### src/rtl/exc_entry_ctrl.sv
module exc_entry_ctrl #(
  parameter int          AW        = 32,
  parameter int          NDBG      = 6,
  parameter logic [31:0] GEN_BASE  = 32'h8000_0000,
  parameter logic [31:0] BOOT_BASE = 32'hBFC0_0200,
  parameter logic [31:0] SYS_VEC   = 32'hBFC0_0000,
  parameter logic [31:0] DBG_VEC   = 32'hBFC0_0480
) (
  input  logic          clk,
  input  logic          rst_n,
  input  logic          sys_req,
  input  logic          sys_nmi,
  input  logic          dbg_req,
  input  logic [2:0]    dbg_kind,
  input  logic          exc_req,
  input  logic [4:0]    exc_code,
  input  logic [1:0]    exc_ce,
  input  logic          exc_refill,
  input  logic          iv_mode,
  input  logic [AW-1:0] pc,
  input  logic          in_dslot,
  output logic          vec_valid,
  output logic [AW-1:0] vec_pc,
  output logic          bad_req,
  output logic          st_exl,
  output logic          st_erl,
  output logic          st_bev,
  output logic          st_nmi,
  output logic          st_sr,
  output logic          user_mode,
  output logic          debug_mode,
  output logic [4:0]    cause_code,
  output logic          cause_bd,
  output logic [1:0]    cause_ce,
  output logic [AW-1:0] epc,
  output logic [AW-1:0] err_epc,
  output logic [AW-1:0] depc,
  output logic [NDBG-1:0] dbg_flags
);

  localparam logic [AW-1:0] OFS_DEF = AW'(12'h180);
  localparam logic [AW-1:0] OFS_INT = AW'(12'h200);

  function automatic logic code_known(input logic [4:0] c);
    case (c)
      5'd0, 5'd1, 5'd2, 5'd3, 5'd4, 5'd6, 5'd7, 5'd8, 5'd9,
      5'd10, 5'd11, 5'd12, 5'd13, 5'd23, 5'd24: code_known = 1'b1;
      default: code_known = 1'b0;
    endcase
  endfunction

  wire       ext_to_dbg = exc_req && exc_code == 5'd0 && debug_mode;
  wire       take_sys   = sys_req;
  wire       take_dbg   = !sys_req && (dbg_req || ext_to_dbg);
  wire       take_exc   = !sys_req && !take_dbg && exc_req;
  wire [2:0] dkind      = dbg_req ? dbg_kind : 3'd1;
  wire       dbg_ok     = 32'(dkind) < NDBG;
  wire       exc_ok     = code_known(exc_code);
  wire       is_bad     = (take_dbg && !dbg_ok) || (take_exc && !exc_ok);

  wire [AW-1:0] pc_ret = in_dslot ? pc - AW'(4) : pc;

  logic [AW-1:0] gen_ofs;
  always_comb begin
    gen_ofs = OFS_DEF;
    if (exc_code == 5'd0 && iv_mode)
      gen_ofs = OFS_INT;
    else if ((exc_code == 5'd2 || exc_code == 5'd3) && exc_refill && !st_exl)
      gen_ofs = '0;
  end

  wire [AW-1:0] gen_vec = (st_bev ? BOOT_BASE[AW-1:0] : GEN_BASE[AW-1:0]) + gen_ofs;

  always_ff @(posedge clk) begin
    if (!rst_n) begin
      vec_valid  <= 1'b0;
      vec_pc     <= '0;
      bad_req    <= 1'b0;
      st_exl     <= 1'b0;
      st_erl     <= 1'b0;
      st_bev     <= 1'b0;
      st_nmi     <= 1'b0;
      st_sr      <= 1'b0;
      user_mode  <= 1'b1;
      debug_mode <= 1'b0;
      cause_code <= '0;
      cause_bd   <= 1'b0;
      cause_ce   <= '0;
      epc        <= '0;
      err_epc    <= '0;
      depc       <= '0;
      dbg_flags  <= '0;
    end else begin
      vec_valid <= 1'b0;
      bad_req   <= is_bad;
      if (take_sys) begin
        if (sys_nmi) st_nmi <= 1'b1;
        else         st_sr  <= 1'b1;
        err_epc   <= pc_ret;
        st_erl    <= 1'b1;
        st_bev    <= 1'b1;
        user_mode <= 1'b0;
        vec_pc    <= SYS_VEC[AW-1:0];
        vec_valid <= 1'b1;
      end else if (take_dbg && dbg_ok) begin
        dbg_flags[dkind] <= 1'b1;
        depc       <= (dkind == 3'd0) ? pc : pc_ret;
        debug_mode <= 1'b1;
        user_mode  <= 1'b0;
        vec_pc     <= DBG_VEC[AW-1:0];
        vec_valid  <= 1'b1;
      end else if (take_exc && exc_ok) begin
        if (!st_exl) begin
          epc       <= pc_ret;
          cause_bd  <= in_dslot;
          st_exl    <= 1'b1;
          user_mode <= 1'b0;
        end
        cause_code <= exc_code;
        if (exc_code == 5'd11) cause_ce <= exc_ce;
        vec_pc    <= gen_vec;
        vec_valid <= 1'b1;
      end
    end
  end


  bad_no_vec_chk: assert property (@(posedge clk) disable iff (!rst_n)
    bad_req |-> !vec_valid);


  vec_leaves_user_chk: assert property (@(posedge clk) disable iff (!rst_n)
    vec_valid |-> !user_mode);


  epc_frozen_chk: assert property (@(posedge clk) disable iff (!rst_n)
    (st_exl && !sys_req) |=> ($stable(epc) && $stable(cause_bd)));


  sys_entry_chk: assert property (@(posedge clk) disable iff (!rst_n)
    sys_req |=> (vec_valid && vec_pc == SYS_VEC[AW-1:0] && st_erl && st_bev));


  dbg_entry_chk: assert property (@(posedge clk) disable iff (!rst_n)
    (dbg_req && !sys_req && dbg_kind < 3'd6) |=> (vec_valid && debug_mode && vec_pc == DBG_VEC[AW-1:0]));

endmodule

### config.mk
export PLATFORM = sky130hd
export DESIGN_NAME = exc_entry_ctrl
export DESIGN_NICKNAME = d
export VERILOG_FILES = /design/src/rtl/exc_entry_ctrl.sv
export SDC_FILE = /design/constraint.sdc
export NUM_CORES = 1
export LEC_CHECK = 0
export BUFFER_PORTS_ARGS = -buffer_cell sky130_fd_sc_hd__buf_2
export CAP_MARGIN = 5
export CORE_UTILIZATION = 50
export CTS_CLUSTER_DIAMETER = 60
export DETAILED_ROUTE_END_ITERATION = 10
export GPL_ROUTABILITY_DRIVEN = 0
export GPL_TIMING_DRIVEN = 0
export PLACE_DENSITY_LB_ADDON = 0.3
export SLEW_MARGIN = 20
export SYNTH_ARGS = -nofsm -noshare
export SYNTH_HDL_FRONTEND = slang
export SYNTH_SLANG_ARGS = --single-unit
### constraint.sdc
create_clock -name clk -period 3.24 [get_ports clk]
set_input_delay 0.324 -clock clk [delete_from_list [all_inputs] [get_ports clk]]
set_output_delay 0.324 -clock clk [all_outputs]
set_load 0.01 [all_outputs]
# Word-level counts from Yosys, hierarchy flattened
# Memories as Yosys holds them, arrays and structs flattened.
# Cells that the tools add are included.
totals:
  reg_bits: 150
  out_inout_bits: 151
  rom_bits: 32
  input_bits: 51
  memories: 1
  elab_cells: 86
mem_list:
  columns: ["memory", "words", "word_bits", "rd", "rd_clocked_by_memory_dff", "write_ports", "line_no", "rtl"]
  rows:
  - ["(no name shown)", 32, 1, 1, 0, 0, "45", "case (c)"]
classes:
  eq_ne: 4
  n_bitwise: 6
  magnitude_cmp: 3
  add_sub_neg: 2
  mux: 18
  reduce_logical: 34
ops:
  columns: ["cell", "n"]
  rows:
  - ["32-bit two-way mux", 5]
  - ["32-bit adder", 1]
  - ["32-bit by 3-bit subtractor with 32-bit output (second input constant)", 1]
  - ["30-bit two-way mux", 1]
  - ["1-bit logical AND", 13]
  - ["5-bit by 2-bit equality test with 1-bit output (second input constant)", 2]
  - ["10-bit two-way mux", 1]
  - ["9-bit two-way mux", 1]
  - ["1-bit two-way mux", 8]
  - ["2-bit AND reduction", 4]
  - ["4-bit AND reduction", 2]
  - ["6-bit OR", 1]
  - ["5-bit by 4-bit equality test with 1-bit output (second input constant)", 1]
  - ["1-bit zero test", 5]
  - ["5-bit zero test", 1]
  - ["1-bit inverter", 5]
  - ["3-bit by 4-bit less-than comparator with 1-bit output (second input constant)", 1]
  - ["1-bit demux with 3-bit select", 1]
  - ["3-bit by 1-bit greater-or-equal comparator with 1-bit output (second input constant)", 1]
  - ["3-bit zero test", 1]
  - ["1-bit logical OR", 3]
  - ["3-bit less-than comparator (second input constant)", 1]
  - ["3-bit two-way mux", 1]
  - ["3-bit by 2-bit inequality test with 1-bit output (second input constant)", 1]
  - ["other kinds (5)", 5]

# Logic depth before layout (Yosys ltp)
depth:
  ltp_word: 12
  ltp_mapped: 8
  mapped_depth_nobuf: 7

# Worst setup path before layout
# No wires, ideal clock.
synth_path:
  kind: "input-to-reg"
  from: "input port pc[12]"
  to: "register depc[31]"
  t_arrival_ns: 2.545
  path_buffers: 2
  stages: 7
  path_slack_ns: 0.621
  required_time_ns: 3.166
  path_cell_list: "buf_6 -> or4_4 -> or3_1 -> buf_6 -> or4_4 -> or4_1 -> a31oi_1"
synth_between:
  elab_chain_len: 3
synth_rtl:
  columns: ["item", "line_no", "rtl"]
  rows:
  - ["start, declared", "20", "input logic [AW-1:0] pc,"]
  - ["32-bit by 3-bit subtractor with 32-bit output", "61", "wire [AW-1:0] pc_ret = in_dslot ? pc - AW'(4) : pc;"]
  - ["32-bit two-way mux", "61", null]
  - ["32-bit two-way mux", "107", "depc <= (dkind == 3'd0) ? pc : pc_ret;"]
  - ["end signal, assigned", "107", null]
  - ["end, declared", "37", "output logic [AW-1:0] depc,"]
# Every way passes these cells.
# A chain may end at the register's enable or synchronous reset.

# Final worst setup path
layout_path:
  from: "input port pc[3]"
  to: "register depc[31]"
# Same word-level chain as after synthesis.

==> results.toml <==
[route]
vias = 5579
wl_per_cell_um = 16.1
drc_errors = 0
firstDrtPassIters = 5
drtAntennaViolNets = 0
drt_iter0_markers = 285
viasPerCell = 5.47
drt_wl_total_um = 16400

[critical_path]
setup.worst_path.end_class = "flop"
cp-start-kind = "input port"
required_ps = 3680
crit_fanout = 10
reg2reg_slack_ps = 710
crit_buf_inv = 1
critPathMaxStageDelay_ps = 860
path_cells = "buf_2 > nor4b_2 > nand3_1 > or4_4 > or4_1 > a31oi_1"
crit_slowest_cell = "nor4b_2"
crit_family = "simple AND/OR/NAND/NOR gates"
worstPathArrival_ps = 3160
critical_path_class = "input port to flop"

[synth]
ys_ff_latch = 124
synth_top_area_frac = 0.449
avgSynthCellArea_um2 = 8.41
async_flop_share = 0
syn_inst = 658
synth.largest_area_cell = "dfxtp_1"
ys_warn_count = 0
ys_seq_area_frac = 0.449
synth_edf_count = 0
synth_cell_types = 50
yosys-top-cells-area = "dfxtp_1 45%, a21oi_1 7.0%, xnor2_1 6.8%"
syn_area_mm2 = 0.00553
synth-main-ff-cell = "dfxtp_1"

[sta]
rsz0062_at_grt = "false"
fmax_mhz = 368
max_slew_margin = 0.345
fin_setup_tns_ps = 0
slew_viol_final = 0
setup_slack_ps = 520
fin_worst_skew_ps = 8.26
min_period_ps = 2720
worst_pin_slew_ps = 980
fin_crit_sh = 0.840
hold_violations = 0
final-setup-viol-count = 0

[final_layout]
multi_input_area_mm2 = 0.00265
regArea_mm2 = 0.00248
syn_to_final_growth_pct = 30.1
drive_above_1_share = 0.278
num-fill-cells = 921
finalNetCount = 919
antenna_cells = 0

[pwr]
clkPwrFrac = 0.453
switching_share = 0.264
power_frac_seq = 0.420
power.density_mw_per_mm2 = 547
switchingPower_w = 0.00104
p_int_w = 0.00290
vdd_drop_max_v = 0.000281
combPwrFrac = 0.127
p_leak_nw = 3.05

[clock_tree]
postCtsResizedCells = 0
clk_pin_slew_worst_paths_ps = 60
cts_tree = "done"
cts_setup_buffers = 0
cts_made_buffers = 17
cts_sinks = 124
cts_max_level = 4
root_buffer = "clkbuf_8"
cts_hold_buf = 0
clockBufferDepth = 2
clock_latency_ps = 520

[floorplanning]
rows = 38
coreArea_mm2 = 0.0108
die_h_um = 107
ios = 202
die_w_um = 107
initial_utilization = 0.513
dieArea_mm2 = 0.0115

[flow_run]
maxCapViolCount = 0

[global_routing]
overflow = 0
grt_usage = 0.288
grt_max_degree = 17
grt_pass1_wl_um = 25500
antenna_found_initial = 0
grt_pass1_vias = 5083

[worst_hold_path]
min_path_type = "input port to flop"

[placed_design]
hpwlAfterDp_um = 12100
io_buffers = 171
dp_slack_ps = 117

[run_status]
outcome = "complete, no violations"
-- Yosys cell counts (12+ instances only) --
cell and n:
buf_4 27, nor3_1 21, o21ai_0 67, clkbuf_1 47, a21oi_1 77, dfxtp_1 124
nor2_1 67, nand2_1 37, nor4_1 24, xor2_1 12, a211oi_1 29, xnor2_1 43
-- power by group through the flow --
stage,clock [W],sequential [W],combinational [W]
global route,0.00189,0.00166,0.000546
global placement,0,0.00168,0.000483
floorplan,0,0.00172,0.000253
CTS,0.00181,0.00165,0.000496
finish,0.00178,0.00165,0.000498
detailed placement,0,0.00168,0.000492
-- logic make-up after synthesis --
family                     count (synthesis)  synth area share
AOI/OAI and AO/OA                        189             0.193
and+or+nand+nor                          188             0.170
DFF                                      124             0.449
buffers and inverters                     92            0.0841
xor gates and xnor gates                  55            0.0870
muxes                                      7            0.0127
adders and majority gates                  2           0.00452
other                                      1          0.000678
-- layout make-up --
| class | count | area share |
|---|---|---|
| Timing Repair Buffer | 171 | 0.119 |
| Clock inverter | 14 | 0.0205 |
| Clock buffer | 18 | 0.0581 |
| Sequential cell | 124 | 0.345 |
| Inverter | 9 | 0.00469 |
| Multi-Input combinational cell | 460 | 0.369 |
| Buffer | 83 | 0.0600 |
| Tap cell | 140 | 0.0243 |
-- worst min-delay path, cell delays in order --
cell and delay, ps:
buf_2 100, nand2_1 50, mux2i_1 60
-- metal layers --
layer | track usage | routed length [um] | vias to the layer above
li1 | - | - | 2697
met1 | 0.357 | 6920 | 2596
met2 | 0.472 | 7790 | 245
met3 | 0.0790 | 1340 | 41
met4 | 0.114 | 379 | 0
met5 | 0 | 0 | -
-- registers in the layout, indices dropped and copies added, names as in the netlist --
name	count
bad_req	1
cause_bd	1
cause_ce	2
cause_code	5
dbg_flags	6
debug_mode	1
depc	32
epc	32
err_epc	32
st_bev	1
st_exl	1
st_nmi	1
st_sr	1
user_mode	1
vec_pc	6
vec_valid	1
-- final timing paths --
check / endpoint / startpoint / depth (start not counted)
hold reg to reg: cause_code[3]$_SDFFE_PN0P_ / cause_code[3]$_SDFFE_PN0P_ / 2
hold / removal: cause_ce[1]$_SDFFE_PN0P_ / exc_ce[1] / 3
setup reg to reg: epc[16]$_SDFFE_PN0P_ / debug_mode$_SDFFE_PN0P_ / 7
setup / recovery: depc[31]$_SDFFE_PN0P_ / pc[3] / 6
-- metrics by stage --
stage	total power, W	util	area, um^2	hold WS (ps)	std cells
5_1_grt	0.00409	0.667	7200	58.1	1019
3_5_place_dp	0.00218	0.615	6630	446	987
2_1_floorplan	0.00197	-	5600	460	676
4_1_cts	0.00396	0.667	7200	44.9	1019
3_3_place_gp	0.00216	0.615	6630	438	987
6_report	0.00394	0.667	7200	66.1	1019
-- cell usage in the layout, fill, tap and decap left out, types with 5 or more instances in the layout --
| cell | count |
|---|---|
| buf_2 | 174 |
| dfxtp_1 | 124 |
| a21oi_1 | 77 |
| nor2_1 | 67 |
| o21ai_0 | 67 |
| clkbuf_1 | 48 |
| xnor2_1 | 43 |
| nand2_1 | 37 |
| a211oi_1 | 29 |
| buf_4 | 27 |
| nor4_1 | 24 |
| nor3_1 | 21 |
| conb_1 | 19 |
| clkbuf_16 | 16 |
| xor2_1 | 12 |
| inv_1 | 8 |
| mux2i_1 | 7 |
| or3_1 | 7 |
| nand3_1 | 6 |
| clkinvlp_4 | 5 |
Power figures use the tool's default switching activity.
